## src/rtl/lpg_pkg.sv

```systemverilog
package lpg_pkg;
    typedef enum logic {ST_ALIGN = 1'b0, ST_RAMP = 1'b1} tx_state_t;
    typedef enum logic {ST_HUNT = 1'b0, ST_TRACK = 1'b1} rx_state_t;
endpackage

```

## src/rtl/lpg_sync.sv

```systemverilog
module lpg_sync #(
    parameter int STAGES = 2
) (
    input  logic clk,
    input  logic rst,
    input  logic d_async,
    output logic q_sync
);
    logic [STAGES-1:0] chain_q;

    generate
        if (STAGES == 1) begin : g_one
            always_ff @(posedge clk) begin
                if (rst) chain_q <= '0;
                else     chain_q <= d_async;
            end
        end else begin : g_many
            always_ff @(posedge clk) begin
                if (rst) chain_q <= '0;
                else     chain_q <= {chain_q[STAGES-2:0], d_async};
            end
        end
    endgenerate

    assign q_sync = chain_q[STAGES-1];
endmodule

```

## src/rtl/lpg_tx.sv

```systemverilog
module lpg_tx
    import lpg_pkg::*;
#(
    parameter int              DATA_W    = 8,
    parameter logic [DATA_W-1:0] CTRL_CHAR = 8'hBC,
    parameter int              RAMP_MOD  = 15
) (
    input  logic              clk,
    input  logic              rst,
    input  logic              synced,
    output logic [DATA_W-1:0] tx_data,
    output logic              tx_is_ctrl
);
    localparam int CNT_W = (RAMP_MOD > 1) ? $clog2(RAMP_MOD) : 1;
    localparam logic [CNT_W-1:0] CNT_LAST = CNT_W'(RAMP_MOD - 1);

    tx_state_t        state_q, state_d;
    logic [CNT_W-1:0] cnt_q;

    // state register
    always_ff @(posedge clk) begin
        if (rst) state_q <= ST_ALIGN;
        else     state_q <= state_d;
    end

    // transitions
    always_comb begin
        state_d = state_q;
        unique case (state_q)
            ST_ALIGN: if (synced)  state_d = ST_RAMP;
            ST_RAMP:  if (!synced) state_d = ST_ALIGN;
        endcase
    end

    // ramp counter: held at zero outside payload
    always_ff @(posedge clk) begin
        if (rst)
            cnt_q <= '0;
        else if (state_q == ST_RAMP && synced)
            cnt_q <= (cnt_q == CNT_LAST) ? '0 : cnt_q + 1'b1;
        else
            cnt_q <= '0;
    end

    // outputs
    always_comb begin
        unique case (state_q)
            ST_ALIGN: begin
                tx_data    = CTRL_CHAR;
                tx_is_ctrl = 1'b1;
            end
            ST_RAMP: begin
                tx_data    = DATA_W'(cnt_q);
                tx_is_ctrl = 1'b0;
            end
        endcase
    end
endmodule

```

## src/rtl/lpg_rx_check.sv

```systemverilog
module lpg_rx_check
    import lpg_pkg::*;
#(
    parameter int DATA_W   = 8,
    parameter int RAMP_MOD = 15,
    parameter int ERR_W    = 16
) (
    input  logic              clk,
    input  logic              rst,
    input  logic [DATA_W-1:0] rx_data,
    input  logic              rx_is_ctrl,
    output logic              rx_locked,
    output logic [ERR_W-1:0]  err_count
);
    localparam logic [ERR_W-1:0] ERR_MAX = '1;

    rx_state_t         state_q, state_d;
    logic [DATA_W-1:0] ref_q;
    logic [DATA_W-1:0] expect_w;
    logic              mismatch;

    function automatic logic [DATA_W-1:0] succ(input logic [DATA_W-1:0] v);
        logic [DATA_W:0] wide;
        wide = ({1'b0, v} + 1'b1) % (DATA_W+1)'(RAMP_MOD);
        return wide[DATA_W-1:0];
    endfunction

    assign expect_w = succ(ref_q);
    assign mismatch = (state_q == ST_TRACK) && !rx_is_ctrl && (rx_data != expect_w);

    always_ff @(posedge clk) begin
        if (rst) state_q <= ST_HUNT;
        else     state_q <= state_d;
    end

    always_comb begin
        state_d = state_q;
        unique case (state_q)
            ST_HUNT:  if (!rx_is_ctrl) state_d = ST_TRACK;
            ST_TRACK: state_d = ST_TRACK;
        endcase
    end

    always_ff @(posedge clk) begin
        if (rst) begin
            ref_q     <= '0;
            err_count <= '0;
        end else begin
            if (!rx_is_ctrl) ref_q <= rx_data;
            if (mismatch && err_count != ERR_MAX) err_count <= err_count + 1'b1;
        end
    end

    always_comb begin
        unique case (state_q)
            ST_HUNT:  rx_locked = 1'b0;
            ST_TRACK: rx_locked = 1'b1;
        endcase
    end
endmodule

```

## src/rtl/lpg_loop_top.sv

```systemverilog
module lpg_loop_top #(
    parameter int                DATA_W      = 8,
    parameter logic [DATA_W-1:0] CTRL_CHAR   = 8'hBC,
    parameter int                RAMP_MOD    = 15,
    parameter int                ERR_W       = 16,
    parameter int                SYNC_STAGES = 2
) (
    input  logic              clk,
    input  logic              rst,
    input  logic              sync_in,
    output logic [DATA_W-1:0] tx_data,
    output logic              tx_is_ctrl,
    input  logic [DATA_W-1:0] rx_data,
    input  logic              rx_is_ctrl,
    output logic              rx_locked,
    output logic [ERR_W-1:0]  err_count
);
    logic synced;

    lpg_sync #(.STAGES(SYNC_STAGES)) u_sync (
        .clk     (clk),
        .rst     (rst),
        .d_async (sync_in),
        .q_sync  (synced)
    );

    lpg_tx #(.DATA_W(DATA_W), .CTRL_CHAR(CTRL_CHAR), .RAMP_MOD(RAMP_MOD)) u_tx (
        .clk        (clk),
        .rst        (rst),
        .synced     (synced),
        .tx_data    (tx_data),
        .tx_is_ctrl (tx_is_ctrl)
    );

    lpg_rx_check #(.DATA_W(DATA_W), .RAMP_MOD(RAMP_MOD), .ERR_W(ERR_W)) u_chk (
        .clk        (clk),
        .rst        (rst),
        .rx_data    (rx_data),
        .rx_is_ctrl (rx_is_ctrl),
        .rx_locked  (rx_locked),
        .err_count  (err_count)
    );
endmodule

```

## config.mk

```make
export PLATFORM = sky130hd
export DESIGN_NAME = lpg_loop_top
export DESIGN_NICKNAME = d
export VERILOG_FILES = /design/src/rtl/lpg_pkg.sv /design/src/rtl/lpg_sync.sv /design/src/rtl/lpg_tx.sv /design/src/rtl/lpg_rx_check.sv /design/src/rtl/lpg_loop_top.sv
export SDC_FILE = /design/constraint.sdc
export NUM_CORES = 1
export LEC_CHECK = 0
export BUFFER_PORTS_ARGS = -buffer_cell sky130_fd_sc_hd__buf_2
export CORE_UTILIZATION = 55
export CTS_BUF_LIST = sky130_fd_sc_hd__clkbuf_2 sky130_fd_sc_hd__clkbuf_4 sky130_fd_sc_hd__clkbuf_8
export CTS_CLUSTER_SIZE = 24
export DETAILED_ROUTE_END_ITERATION = 7
export PLACE_DENSITY_LB_ADDON = 0.05
export RECOVER_POWER = 25
export SKIP_CTS_REPAIR_TIMING = 1
export SYNTH_ARGS = -nofsm -noshare
export SYNTH_HDL_FRONTEND = slang
export SYNTH_SLANG_ARGS = --single-unit
```

## constraint.sdc

```tcl
create_clock -name clk -period 4.51 [get_ports clk]
set_input_delay 0.451 -clock clk [delete_from_list [all_inputs] [get_ports clk]]
set_output_delay 0.451 -clock clk [all_outputs]
set_load 0.05 [all_outputs]
```

==> results.md <==
CTS:
- The clock reaches the later pin of the worst-skew pair after 0.28 ns.
- The TritonCTS clock tree is built.
- The number of levels the H-tree was split into is 2.
- CTS placed an instance of clkbuf_8 at the clock tree root.
- The total number of clock tree sinks is 32.
- The number of buffers on the longest clock path is 2.
- In this run, CTS created clock tree buffers numbering 5.
- Clock-pin slew was measured on the worst setup and hold paths at 0.06 ns.

Placement:
- The placed instances occupy a cell area of 3880 um2.
- After legalization and detailed placement, the total HPWL measured 6.63 mm.
- The number of port buffers is 36.
- At the end of routability-driven placement, the weighted congestion stood at approximately 0.90.

Synthesis:
- The library cell with the largest summed area after synthesis is dfxtp_1.
- Sorting the synthesized cells by area gives the leading types as dfxtp_1, nor2_1, mux2i_1.
- The net count after synthesis is about 400.
- During synthesis, Yosys emitted a total of 0 warnings.
- The proportion of synthesized flip-flops having asynchronous set or reset is 0%.
- The sequential cell area fraction in the yosys report is 21.5%.
- Averaged over all synthesized cells, the footprint is 7.93 um2.
- The number of enable flip-flop cells after synthesis is 0.
- The flip-flop cell with the highest count after synthesis is dfxtp_1.
- The cell count after synthesis is 376.
- The cell area that synthesis handed to floorplanning was 2980 um2.
- After synthesis the netlist holds a flip-flop and latch count of 32.
- The area share of the largest cell type after synthesis is a little over a fifth.
- The number of distinct library cells after synthesis is 74.

Floorplanning:
- The die is 75.6 um tall.
- The die outline width is roughly 76 um.
- The die covers between 5000 and 6000 um2.
- The starting utilization of the core area is just under 60%.
- The standard-cell row count is 26.
- The total I/O pin count is 38.
- The area of the core is between 5000 and 6000 um2.

Cells and area:
- At the end of the flow, the number of nets in the layout was 503.
- The fraction of the core area covered by cells at the end of the flow is 85.0%.
- The fraction of final layout cells with drive strength greater than 1 is 47.4%.
- The area growth from synthesis to layout is 47.4%.
- The post-route standard cell area excluding fillers is 4390 um2.
- The number of antenna diodes in the final layout is 0.

Detailed routing:
- The total routed wirelength is between 9 and 10 mm.
- The pre-antenna-repair detailed-routing pass consisted of 5 iterations.
- The DRC marker count from the first detailed-route iteration is 327.
- The post-detailed-route via-to-cell ratio is 6.41.
- After detailed routing, the average wire length per cell comes to roughly 18 um.
- The number of DRC violations after detailed routing is 0.
- The number of vias after detailed routing is 3,555.
- Once detail routing completed, the nets flagged for antenna violations numbered 0.

Global route:
- The number of global-route vias before repair was 2,884.
- The number of antenna violations at the first check in global routing is 0.
- The total overflow reported by the global router is 0.
- The pin count of the biggest net entering global routing is 35.
- The global-route wire length before repair is 13.0 mm.
- Across every metal layer, demand over resource in global routing totals 29.5%.

Critical path:
- The critical path data required time is ~4.7 ns.
- The logic depth of the worst path, buffers included is 25.
- The worst register-to-register path begins at u_chk.ref_q[0]$_SDFFE_PP0N_.
- The slowest library cell on the worst path is or4_4.
- The slack of the worst reg-to-reg path is -0.41 ns.
- The end of the worst register-to-register path is u_chk.err_count[6]$_SDFFE_PP0P_.
- The origin of the worst setup path is u_chk.ref_q[0]$_SDFFE_PP0N_.
- The kind of cell with the highest combined delay along the critical path is compound AO/OA/AOI/OAI gates.
- For the worst flop-to-flop path, the logic depth is 25.
- By startpoint and endpoint, the worst setup path is classified as register to register.
- In this run the worst path has a maximum fanout of 6.
- The largest single stage delay on the critical path is slightly above 0.4 ns.
- The worst setup path is launched from a register.
- The number of buffers and inverters on the critical path is 5.
- STA classifies the critical path endpoint as a register.
- The end point of the critical path is u_chk.err_count[6]$_SDFFE_PP0P_.
- For the worst setup path, the data arrival time is 5.13 ns.

Run status:
- The flow ran to the end, but the final reports show violations.
- The final reports fail on setup timing.

Min path:
- The worst hold-check path type is primary input to register.

Timing:
- At the pin with the least slew margin, the transition time is between 0.9 and 1 ns.
- The final worst setup slack is -0.405 ns.
- Counting I/O delays and the setup requirement, the final critical path takes just under 5 ns.
- The final critical-path share of the clock period is 109%.
- The number of max-slew violations in the final report is 0.
- The final-report setup violation count is 16.
- The worst clock skew on the final layout is between 0.005 and 0.006 ns.
- The hold violation total from the final report is 0.
- Across all hold checks on the routed design, the worst slack comes to 0.414 ns.
- For this run, the top clock speed supported by timing is approximately 200 MHz.
- Headroom to the max-slew limit came out at 34.5%.
- Setup repair after global routing could not meet its margin everywhere.

Power and ir drop:
- The completed layout was analyzed and its total power is 0.876 mW.
- The largest vdd supply drop is 0.218 mV.
- The leakage power figure is about 1.7 nW.
- Dividing total power by cell area gives a power density of around 200 nW/um2.

Run:
- Max-cap violations in this run came to 0.
## stage by stage
stage	setup TNS (ns)	std cells	setup WS, ns
floorplan	-0.397	376	-0.0856
global placement	-1.34	535	-0.175
detailed placement	-2.93	535	-0.307
CTS	-3.27	543	-0.326
global route	-8.51	555	-0.603
finish	-5.40	555	-0.405
## per-layer routing
metal	share of wire, %	routed length, um	global-route usage (%)	vias up
li1	-	-	-	1633
met1	40	4030	37.9	1715
met2	51	5060	51.8	174
met3	5.7	566	3.31	33
met4	3.1	306	9.47	0
met5	0	0	0	-
## worst min-delay path by stage
stage / from / to / slack [ns] / cells after the start
floorplan: u_sync.chain_q[0]$_SDFF_PP0_ / u_sync.chain_q[1]$_SDFF_PP0_ / 0.41 / 1
global placement: u_sync.chain_q[0]$_SDFF_PP0_ / u_sync.chain_q[1]$_SDFF_PP0_ / 0.42 / 1
detailed placement: u_sync.chain_q[0]$_SDFF_PP0_ / u_sync.chain_q[1]$_SDFF_PP0_ / 0.43 / 1
CTS: sync_in / u_sync.chain_q[0]$_SDFF_PP0_ / 0.42 / 2
global route: sync_in / u_sync.chain_q[0]$_SDFF_PP0_ / 0.43 / 2
finish: sync_in / u_sync.chain_q[0]$_SDFF_PP0_ / 0.41 / 2
## Yosys cell counts, types with 6 or more instances
master / n
nand4_1: 6
nand2_1: 21
o31ai_1: 9
clkbuf_1: 10
dfxtp_1: 32
ha_1: 7
xnor2_1: 9
buf_2: 6
a21oi_1: 19
o211ai_1: 8
inv_1: 16
or4_1: 8
buf_4: 7
nand3_1: 17
mux2i_1: 11
nor4_1: 6
nor2b_1: 8
xor2_1: 6
a31oi_1: 8
a211oi_1: 7
o21ai_0: 11
nor3_1: 7
and3_1: 9
and2_1: 6
nor2_1: 35
## logic make-up (layout without fill, tap and decap cells)
| family | after synthesis | in the layout | share of synthesized area, % |
|---|---|---|---|
| muxes | 17 | 17 | 6.21 |
| AOI/OAI and AO/OA | 107 | 107 | 27.4 |
| other | 1 | 1 | 0.126 |
| buffers and inverters | 43 | 152 | 7.30 |
| DFF | 32 | 32 | 21.5 |
| and+or+nand+nor | 150 | 150 | 28.0 |
| adders and majority gates | 7 | 7 | 2.94 |
| xor gates and xnor gates | 19 | 19 | 6.59 |
## sequential cells by signal, summed over array words and instances, names as in the netlist
name and flops:
u_chk.err_count 16, u_chk.ref_q 8, u_chk.state_q 1, u_sync.chain_q 2, u_tx.cnt_q 4, u_tx.state_q 1
## placed cells by master (no fill, tap or decap), types with 3 or more instances in the layout
| master | count |
|---|---|
| mux2_1 | 3 |
| clkbuf_8 | 5 |
| nand3_1 | 17 |
| ha_1 | 5 |
| nand4_1 | 6 |
| xor2_1 | 5 |
| dfxtp_1 | 28 |
| o31ai_1 | 5 |
| nor2_1 | 31 |
| and3_1 | 7 |
| nor3_1 | 4 |
| o211ai_1 | 8 |
| nand2_2 | 3 |
| mux2i_1 | 10 |
| o31ai_2 | 4 |
| nor2_4 | 3 |
| and4_1 | 3 |
| or4_4 | 7 |
| mux2_4 | 3 |
| nor2b_1 | 8 |
| buf_4 | 84 |
| nor3_2 | 4 |
| inv_1 | 15 |
| nand2b_1 | 4 |
| a21o_1 | 3 |
| xnor2_1 | 7 |
| buf_2 | 36 |
| nand2_1 | 16 |
| a21oi_2 | 9 |
| a211oi_2 | 5 |
| nor4_1 | 4 |
| xnor2_2 | 4 |
| and2_1 | 6 |
| a21oi_1 | 10 |
| a31oi_1 | 7 |
| o21ai_1 | 5 |
| buf_6 | 4 |
| o21ai_0 | 9 |
## power by group
group | switching (mW) | internal [mW] | total [mW]
clock network | 0.102 | 0.104 | 0.206
logic | 0.207 | 0.165 | 0.372
registers | 0.00896 | 0.289 | 0.298
total | 0.317 | 0.559 | 0.876
## cell type report
| cell class | count | area, um2 |
|---|---|---|
| clock buffers | 5 | 68.8 |
| flip-flops and latches | 32 | 651 |
| repair buffers | 128 | 946 |
| well taps | 70 | 87.6 |
| multi-input cells | 301 | 2570 |
| clock inverters | 3 | 13.8 |
| inverters | 16 | 60.1 |
| fillers | 285 | 778 |
(Power assumes the default switching activity.)
